--- src/rtl/shootdown_engine.sv ---
module shootdown_engine #(
  parameter int NCORES = 4,
  parameter int VPN_W  = 20,
  localparam int CID_W = (NCORES > 1) ? $clog2(NCORES) : 1
) (
  input  logic              clk,
  input  logic              rst_n,
  input  logic              req_valid,
  input  logic [CID_W-1:0]  req_core,
  input  logic [VPN_W-1:0]  req_vpn,
  input  logic [NCORES-1:0] req_targets,
  input  logic              lock_grant,
  input  logic [NCORES-1:0] ack,
  output logic              busy,
  output logic              lock_req,
  output logic [NCORES-1:0] inv_req,
  output logic [VPN_W-1:0]  inv_vpn,
  output logic              local_inv,
  output logic [CID_W-1:0]  local_core,
  output logic              done,
  output logic              stray_ack
);

  typedef enum logic [1:0] {S_IDLE, S_LOCK, S_LOCAL, S_WAIT} state_t;

  state_t            state;
  logic [NCORES-1:0] targets_q;
  logic [NCORES-1:0] pending;
  logic [NCORES-1:0] self_oh;
  logic [NCORES-1:0] pending_nx;

  assign self_oh    = {{(NCORES-1){1'b0}}, 1'b1} << local_core;
  assign pending_nx = pending & ~ack;

  assign busy      = (state != S_IDLE);
  assign lock_req  = busy;
  assign local_inv = (state == S_LOCAL);
  assign inv_req   = pending;

  always_ff @(posedge clk) begin
    if (!rst_n) begin
      state      <= S_IDLE;
      targets_q  <= '0;
      pending    <= '0;
      inv_vpn    <= '0;
      local_core <= '0;
      done       <= 1'b0;
      stray_ack  <= 1'b0;
    end else begin
      done      <= 1'b0;
      stray_ack <= |(ack & ~pending);
      pending   <= pending_nx;
      case (state)
        S_IDLE: if (req_valid) begin
          inv_vpn    <= req_vpn;
          local_core <= req_core;
          targets_q  <= req_targets;
          state      <= S_LOCK;
        end
        S_LOCK: if (lock_grant) begin
          pending <= targets_q & ~self_oh;
          state   <= S_LOCAL;
        end
        S_LOCAL: begin
          if (pending_nx == '0) begin
            state <= S_IDLE;
            done  <= 1'b1;
          end else begin
            state <= S_WAIT;
          end
        end
        S_WAIT: if (pending_nx == '0) begin
          state <= S_IDLE;
          done  <= 1'b1;
        end
        default: state <= S_IDLE;
      endcase
    end
  end

endmodule

--- config.mk ---
export PLATFORM = sky130hd
export DESIGN_NAME = shootdown_engine
export DESIGN_NICKNAME = d
export VERILOG_FILES = /design/src/rtl/shootdown_engine.sv
export SDC_FILE = /design/constraint.sdc
export NUM_CORES = 1
export LEC_CHECK = 0
export BUFFER_PORTS_ARGS = -buffer_cell sky130_fd_sc_hd__buf_2
export CAP_MARGIN = 20
export CORE_ASPECT_RATIO = 0.75
export CORE_UTILIZATION = 49
export CTS_CLUSTER_SIZE = 12
export DETAILED_ROUTE_END_ITERATION = 10
export PLACE_DENSITY = 0.91
export SLEW_MARGIN = 20
export SYNTH_ARGS = -nofsm -noshare
export SYNTH_HDL_FRONTEND = slang
export SYNTH_SLANG_ARGS = --single-unit
--- constraint.sdc ---
create_clock -name clk -period 2.7 [get_ports clk]
set_clock_uncertainty 0.2 [all_clocks]
set_input_delay 0.675 -clock clk [delete_from_list [all_inputs] [get_ports clk]]
set_output_delay 0.675 -clock clk [all_outputs]
set_load 0.1 [all_outputs]
## Word-level counts from Yosys, hierarchy flattened

Cells that the tools add are included.
W data, S select, Z words.

| operators by class | value |
|---|---|
| reductions and logical operators | 8 |
| bitwise gates (word level) | 6 |
| mux-type cells | 8 |
| shifts and indexed selects | 1 |
| equality and inequality tests | 6 |

Operator list:

| operator | count |
|---|---|
| $and A4 B4 Y4 | 3 |
| $not A4 Y4 | 3 |
| $mux W2 | 4 |
| $mux W4 | 2 |
| $pmux W2 S4 | 1 |
| $ne A2 B2 Y1 const B | 3 |
| $eq A2 B2 Y1 const B | 2 |
| $logic_not A4 Y1 | 1 |
| $reduce_and A2 Y1 | 2 |
| $reduce_or A4 Y1 | 1 |
| $shl A1 B2 Y4 const A | 1 |
| $reduce_and A3 Y1 | 1 |
| $eq A2 B1 Y1 const B | 1 |
| $logic_not A2 Y1 | 1 |
| $reduce_bool A2 Y1 | 1 |
| $reduce_or A2 Y1 | 1 |
| $mux W1 | 1 |

| storage, ports and cells | value |
|---|---|
| input bits | 34 |
| output and inout port bits | 31 |
| flip-flop bits (word level) | 34 |
| word-level logic and storage cells | 36 |

## Logic depth before layout (Yosys ltp)

Gate-level depths: netlist (run 1).

| logic depth | value |
|---|---|
| word-level depth | 5 |
| depth in mapped cells | 6 |
| mapped depth without buffers | 3 |

## Least setup slack after synthesis (run 1)

OpenSTA, ideal clock, no wires.

| timing path | value |
|---|---|
| kind | register -> output |
| from | reg state[1] |
| to | out local_inv |
| arrival | 1787 ps |
| cell stages (with the launch flop) | 3 |
| path slack | 38 ps |
| cell sequence | dfxtp_1 -> buf_6 -> nor2b_1 |

| between the ends | value |
|---|---|
| longest elaborated chain between the ends | 1 |

Ends and longest elaborated chain:

| item | line | RTL |
|---|---|---|
| start, declared | 26 | `state_t state;` |
| start signal, assigned | 42 | `state <= S_IDLE;` |
| start signal, assigned | 58 | `state <= S_LOCK;` |
| start signal, assigned | 62 | `state <= S_LOCAL;` |
| $eq A2 B2 Y1 | 37 | `assign local_inv = (state == S_LOCAL);` |
| end, declared | 18 | `output logic local_inv,` |

No other way between the ends.

## Worst setup path after layout (run 1)

Ends and elaborated chain as after synthesis.

==> results.tsv, run 1 <==
metric	value	unit
outcome	complete, no violations	
antenna_left	0	
r2r-start	state[1]	
hold_path.class	flip-flop to flip-flop	
n_antenna_cell	0	
grt_setup_unrepaired	false	
synth_edf_count	0	
finalSetupTns	0	ns
setup_viol	0	
fin_nets	258	
power_leakage	0.840	nW
relSlewSlack	0.436	
power.internal	0.000777	W
fill_cells	246	
cp_slowest_cell	dfxtp_1	
tightest_slew	0.847	ns
syn_avg_cell_area	8.67	um^2
cts_sinks	34	
ir_drop	0.000406	V
cts.hold.buffers_added	0	
worstReg2RegEnd	inv_vpn[13]	
synth_seq_area_share	0.485	
hold_viol_final	0	
drc	0	
power_frac_seq	0.452	
grt_max_degree	36	
switchingPower	0.000442	W
reg2reg_depth	3	
combPwrFrac	0.273	
endpoint_kind	output pin	
grt_pass1_wl	4.64	mm
min_from	inv_vpn[15]	
cts_buffers	5	
routed_wl	2.86	mm
critPathMaxStageDelay	0.50	ns
cts_root_buffer	clkbuf_8	
crit_required	1.82	ns
hold-path-endpoint	inv_vpn[15]	
layout_setup_ws	0.442	ns
dieArea	3090	um^2
clk_pin_slew_worst_paths	0.06	ns
synth-async-reset-ratio	0	
ys_seq_elements	34	
cts_setup_buffers	0	
core	2660	um^2
drt_first_pass_iters	4	
clock_latency	0.28	ns
synth_area	1400	um^2
r2r_slack	0.87	ns
synthFlopType	dfxtp_1	
wl_per_cell	11.0	um
syn_to_final_growth	26.4	%
hold_slack	0.250	ns
crit_arrival	1.38	ns
via_per_inst	4.80	
finalCritPeriodShare	0.836	
crit_family	flip-flops	
yosysWarnings	0	
grt.overflow.total	0	
whs_path_depth	2	
p_per_area	687	nW/um^2
initial_utilization	0.527	
p_clk_frac	0.275	
worstPathMaxFanout	10	
dieWidth	63.8	um
syn-instance-count	162	
switching_share	0.363	
slew_viol_final	0	
critPathKind	flip-flop to output pin	
syn_nets	196	
crit_buf_inv	1	
max_freq	443	MHz
cts_resized	0	
grt_pass1_vias	1078	
io_pins	65	
first_iter_violations	46	
path_cells	nor2b_1 -> buf_2	
max-cap-violations	0	
rows	16	
pre_cts_slack	0.564	ns
grt_use_total	0.199	
numPortBuffers	64	
gp_congestion	0.733	
synth_cell_types	24	
vias	1248	
drive_gt1_frac	0.326	
die_h	48.4	um
start_kind	flip-flop	
layout_min_cycle_time	2.26	ns
hpwl	2.06	mm
cts_tree	done	
antenna_found_initial	0	
htree_levels	2	
clockBufferDepth	2	
routing by layer:
layer  routed length, um  global-route usage  vias up
met3                 206              0.0849        5
met1                1350               0.241      546
met2                1260               0.316       47
li1                    -                   -      650
met4                  36              0.0682        0
met5                   0                   0        -
worst min-delay path, delay by kind of cell (launching register included):
kind	cells	cell delay, ns
compound gates	1	0.05
flops	1	0.30
simple gates	1	0.05
Yosys cell counts (2+ instances only):
cell | instances | area share
clkbuf_1 | 3 | 0.0080
buf_4 | 3 | 0.016
inv_1 | 4 | 0.011
nand2_1 | 58 | 0.16
dfxtp_1 | 34 | 0.48
nand3_1 | 4 | 0.014
a21boi_0 | 10 | 0.053
a21boi_1 | 20 | 0.11
o22ai_1 | 2 | 0.0089
nor2b_1 | 6 | 0.027
nand2b_1 | 2 | 0.0089
buf_6 | 4 | 0.032
state kept, by name, summed over array words and instances, names as in the netlist:
name,count
inv_req,4
local_core,2
done,1
state,2
stray_ack,1
inv_vpn,20
targets_q,4
how the worst max path moves through the flow:
stage	slack [ns]	cells after the start	start	to
4_1_cts	0.44	2	state[1]	local_inv
3_5_place_dp	0.56	4	req_valid	inv_vpn[13]
6_report	0.44	2	state[1]	local_inv
2_1_floorplan	0.04	2	state[1]	local_inv
5_1_grt	0.37	2	state[1]	busy
3_3_place_gp	0.64	4	req_valid	inv_vpn[12]
layout make-up:
cell class,instances,area [um^2],area share
timing repair buffer,65,328,0.185
clock buffer,7,76.3,0.0430
inverter,4,15.0,0.00846
sequential,34,681,0.384
multi-input combinational,114,629,0.355
tap,36,45.0,0.0254
through the flow:
step	util	power (W)	instance area, um^2	cells
final	0.666	0.00122	1770	260
after global routing	0.666	0.00128	1770	260
after CTS	0.666	0.00123	1770	260
after detailed placement	0.638	0.000896	1700	253
after global placement	0.638	0.000892	1700	253
after floorplan	-	0.000842	1400	162
cell usage in the layout (no fill, tap or decap):
master and n:
a2111oi_2 1, a21boi_0 10, a21boi_1 20, a21oi_1 1, and3_1 1, and3b_1 1
buf_2 64, buf_4 1, clkbuf_1 2, clkbuf_8 5, dfxtp_1 34, inv_1 4
nand2_1 58, nand2b_1 2, nand3_1 4, nand3b_1 1, nor2b_1 6, nor3b_4 1
o211ai_1 1, o21a_1 1, o21ai_0 1, o22ai_1 2, o31ai_1 1, or2_2 1
or3b_1 1
power groups by stage:
stage / clock network (W) / logic (W) / registers, W
floorplan: 0 / 0.000115 / 0.000728
global placement: 0 / 0.000331 / 0.000560
CTS: 0.000343 / 0.000336 / 0.000551
global route: 0.000375 / 0.000352 / 0.000554
detailed placement: 0 / 0.000335 / 0.000561
finish: 0.000335 / 0.000333 / 0.000551
cell families (layout without fill, tap and decap cells):
group / count (synthesis) / in the layout / share of synthesized area
AND/OR/NAND/NOR: 76 / 76 / 0.245
flip-flops: 34 / 34 / 0.485
buffers and inverters: 14 / 76 / 0.0668
AO/OA/AOI/OAI: 38 / 38 / 0.203
Power figures use the tool's default switching activity.
==> inputs of run 2 (changes only) <==
--- a/config.mk
+++ b/config.mk
@@ -8,10 +8,10 @@
 export BUFFER_PORTS_ARGS = -buffer_cell sky130_fd_sc_hd__buf_2
 export CAP_MARGIN = 20
 export CORE_ASPECT_RATIO = 0.75
-export CORE_UTILIZATION = 49
+export CORE_UTILIZATION = 45
 export CTS_CLUSTER_SIZE = 12
 export DETAILED_ROUTE_END_ITERATION = 10
-export PLACE_DENSITY = 0.91
+export PLACE_DENSITY = 0.85
 export SLEW_MARGIN = 20
 export SYNTH_ARGS = -nofsm -noshare
 export SYNTH_HDL_FRONTEND = slang
==> constraint.sdc (replaced) <==
create_clock -name clk -period 2.08 [get_ports clk]
set_clock_uncertainty 0.2 [all_clocks]
set_input_delay 0.52 -clock clk [delete_from_list [all_inputs] [get_ports clk]]
set_output_delay 0.52 -clock clk [all_outputs]
set_load 0.1 [all_outputs]
==> run 2 against run 1 <==
Effect of this change:
- design area up 4.1%
- via count fell by 0.80%
- register-to-register slack lost 0.28 ns
- power is 36% higher
- clock power rose by 48%
- sequential power grew 30%
- largest power group unchanged
==> results.tsv, run 2 (same netlist as run 1, synthesis figures left out) <==
metric	value	unit
routed_wl	2.77	mm
drc	0	
drive_gt1_frac	0.341	
layout_commonest_cell	buf_2	
max_freq	510	MHz
grt_use_total	0.179	
cts_setup_buffers	0	
clockBufferDepth	2	
total_power	0.00166	W
numPortBuffers	64	
hold_slack	0.250	ns
clock_latency	0.29	ns
fin_nets	259	
io_pins	65	
cts_tree	done	
grt_max_degree	36	
antenna_found_initial	0	
relSlewSlack	0.673	
initial_utilization	0.475	
ir_drop	0.000445	V
layout_setup_ws	0.119	ns
pre_cts_slack	0.402	ns
path_cells	or2_2 -> buf_12	
clk_pin_slew_worst_paths	0.07	ns
max-cap-violations	0	
setup_viol	0	
outcome	complete, no violations	
power_leakage	0.865	nW
dieWidth	66.5	um
grt_setup_unrepaired	false	
dieArea	3350	um^2
grt_pass1_vias	1011	
hold_viol_final	0	
finalSetupTns	0	ns
hold_path.class	flip-flop to flip-flop	
layout_common_cells	buf_2, nand2_1, dfxtp_1	
finalCritPeriodShare	0.943	
layout_min_cycle_time	1.96	ns
crit_arrival	1.24	ns
largest_register_ffs	20	
cts.hold.buffers_added	0	
cts_root_buffer	clkbuf_8	
grt_pass1_wl	4.40	mm
antenna_left	0	
crit_required	1.36	ns
cts_buffers	5	
r2r_slack	0.59	ns
top_register	inv_vpn	
hpwl	1.93	mm
drt_first_pass_iters	4	
syn_to_final_growth	31.6	%
n_antenna_cell	0	
tightest_slew	0.491	ns
die_h	50.4	um
core	2960	um^2
grt.overflow.total	0	
critPathKind	flip-flop to output pin	
fill_cells	273	
via_per_inst	4.69	
rows	17	
cts_sinks	34	
worstPathMaxFanout	8	
htree_levels	2	
endpoint_kind	output pin	
wl_per_cell	10.5	um
vias	1238	
cts_resized	0	
gp_congestion	0.711	
p_per_area	900	nW/um^2
critPathMaxStageDelay	0.39	ns
cp_slowest_cell	dfxtp_1	
first_iter_violations	74	
slew_viol_final	0	
start_kind	flip-flop	
## run 2: per-layer routing
| layer | GRT usage | vias to the layer above | wire length (um) |
|---|---|---|---|
| met5 | 0 | - | 0 |
| met4 | 0.0745 | 0 | 36 |
| met3 | 0.0705 | 5 | 234 |
| met2 | 0.264 | 48 | 1140 |
| met1 | 0.232 | 532 | 1360 |
| li1 | - | 653 | - |
## run 2: cell type report
type | instances | area [um^2] | share of cell area
sequential | 34 | 681 | 0.369
multi-input combinational | 114 | 632 | 0.342
timing repair buffer | 66 | 380 | 0.206
clock buffer | 7 | 86.3 | 0.0467
tap | 38 | 47.5 | 0.0257
inverter | 4 | 15.0 | 0.00813
clock inverter | 1 | 5.00 | 0.00271
## run 2: power by group
group	internal [W]	switching [W]	total (W)
logic	0.000107	0.000345	0.000452
registers	0.000690	0.0000246	0.000714
clock network	0.000267	0.000230	0.000496
total	0.00106	0.000599	0.00166
## run 2: worst max-delay path, delay by kind of cell, from the launching register on
family | cells | cell delay (ns)
buffers and inverters | 1 | 0.18
DFF | 1 | 0.39
and+or+nand+nor | 1 | 0.38
## run 2: worst paths after layout
path	startpoint	to	cells past startpoint
worst max-delay path	state[0]	busy	2
worst min-delay path	inv_vpn[0]	inv_vpn[0]	2
worst max register to register	state[0]	inv_vpn[16]	4
worst min register to register	inv_vpn[0]	inv_vpn[0]	2
## run 2: per-stage QoR
step	std cells	instance area, um^2	utilization
6_report	264	1850	0.625
5_1_grt	264	1850	0.625
4_1_cts	264	1850	0.625
3_5_place_dp	256	1760	0.594
3_3_place_gp	256	1760	0.594
2_1_floorplan	162	1410	-
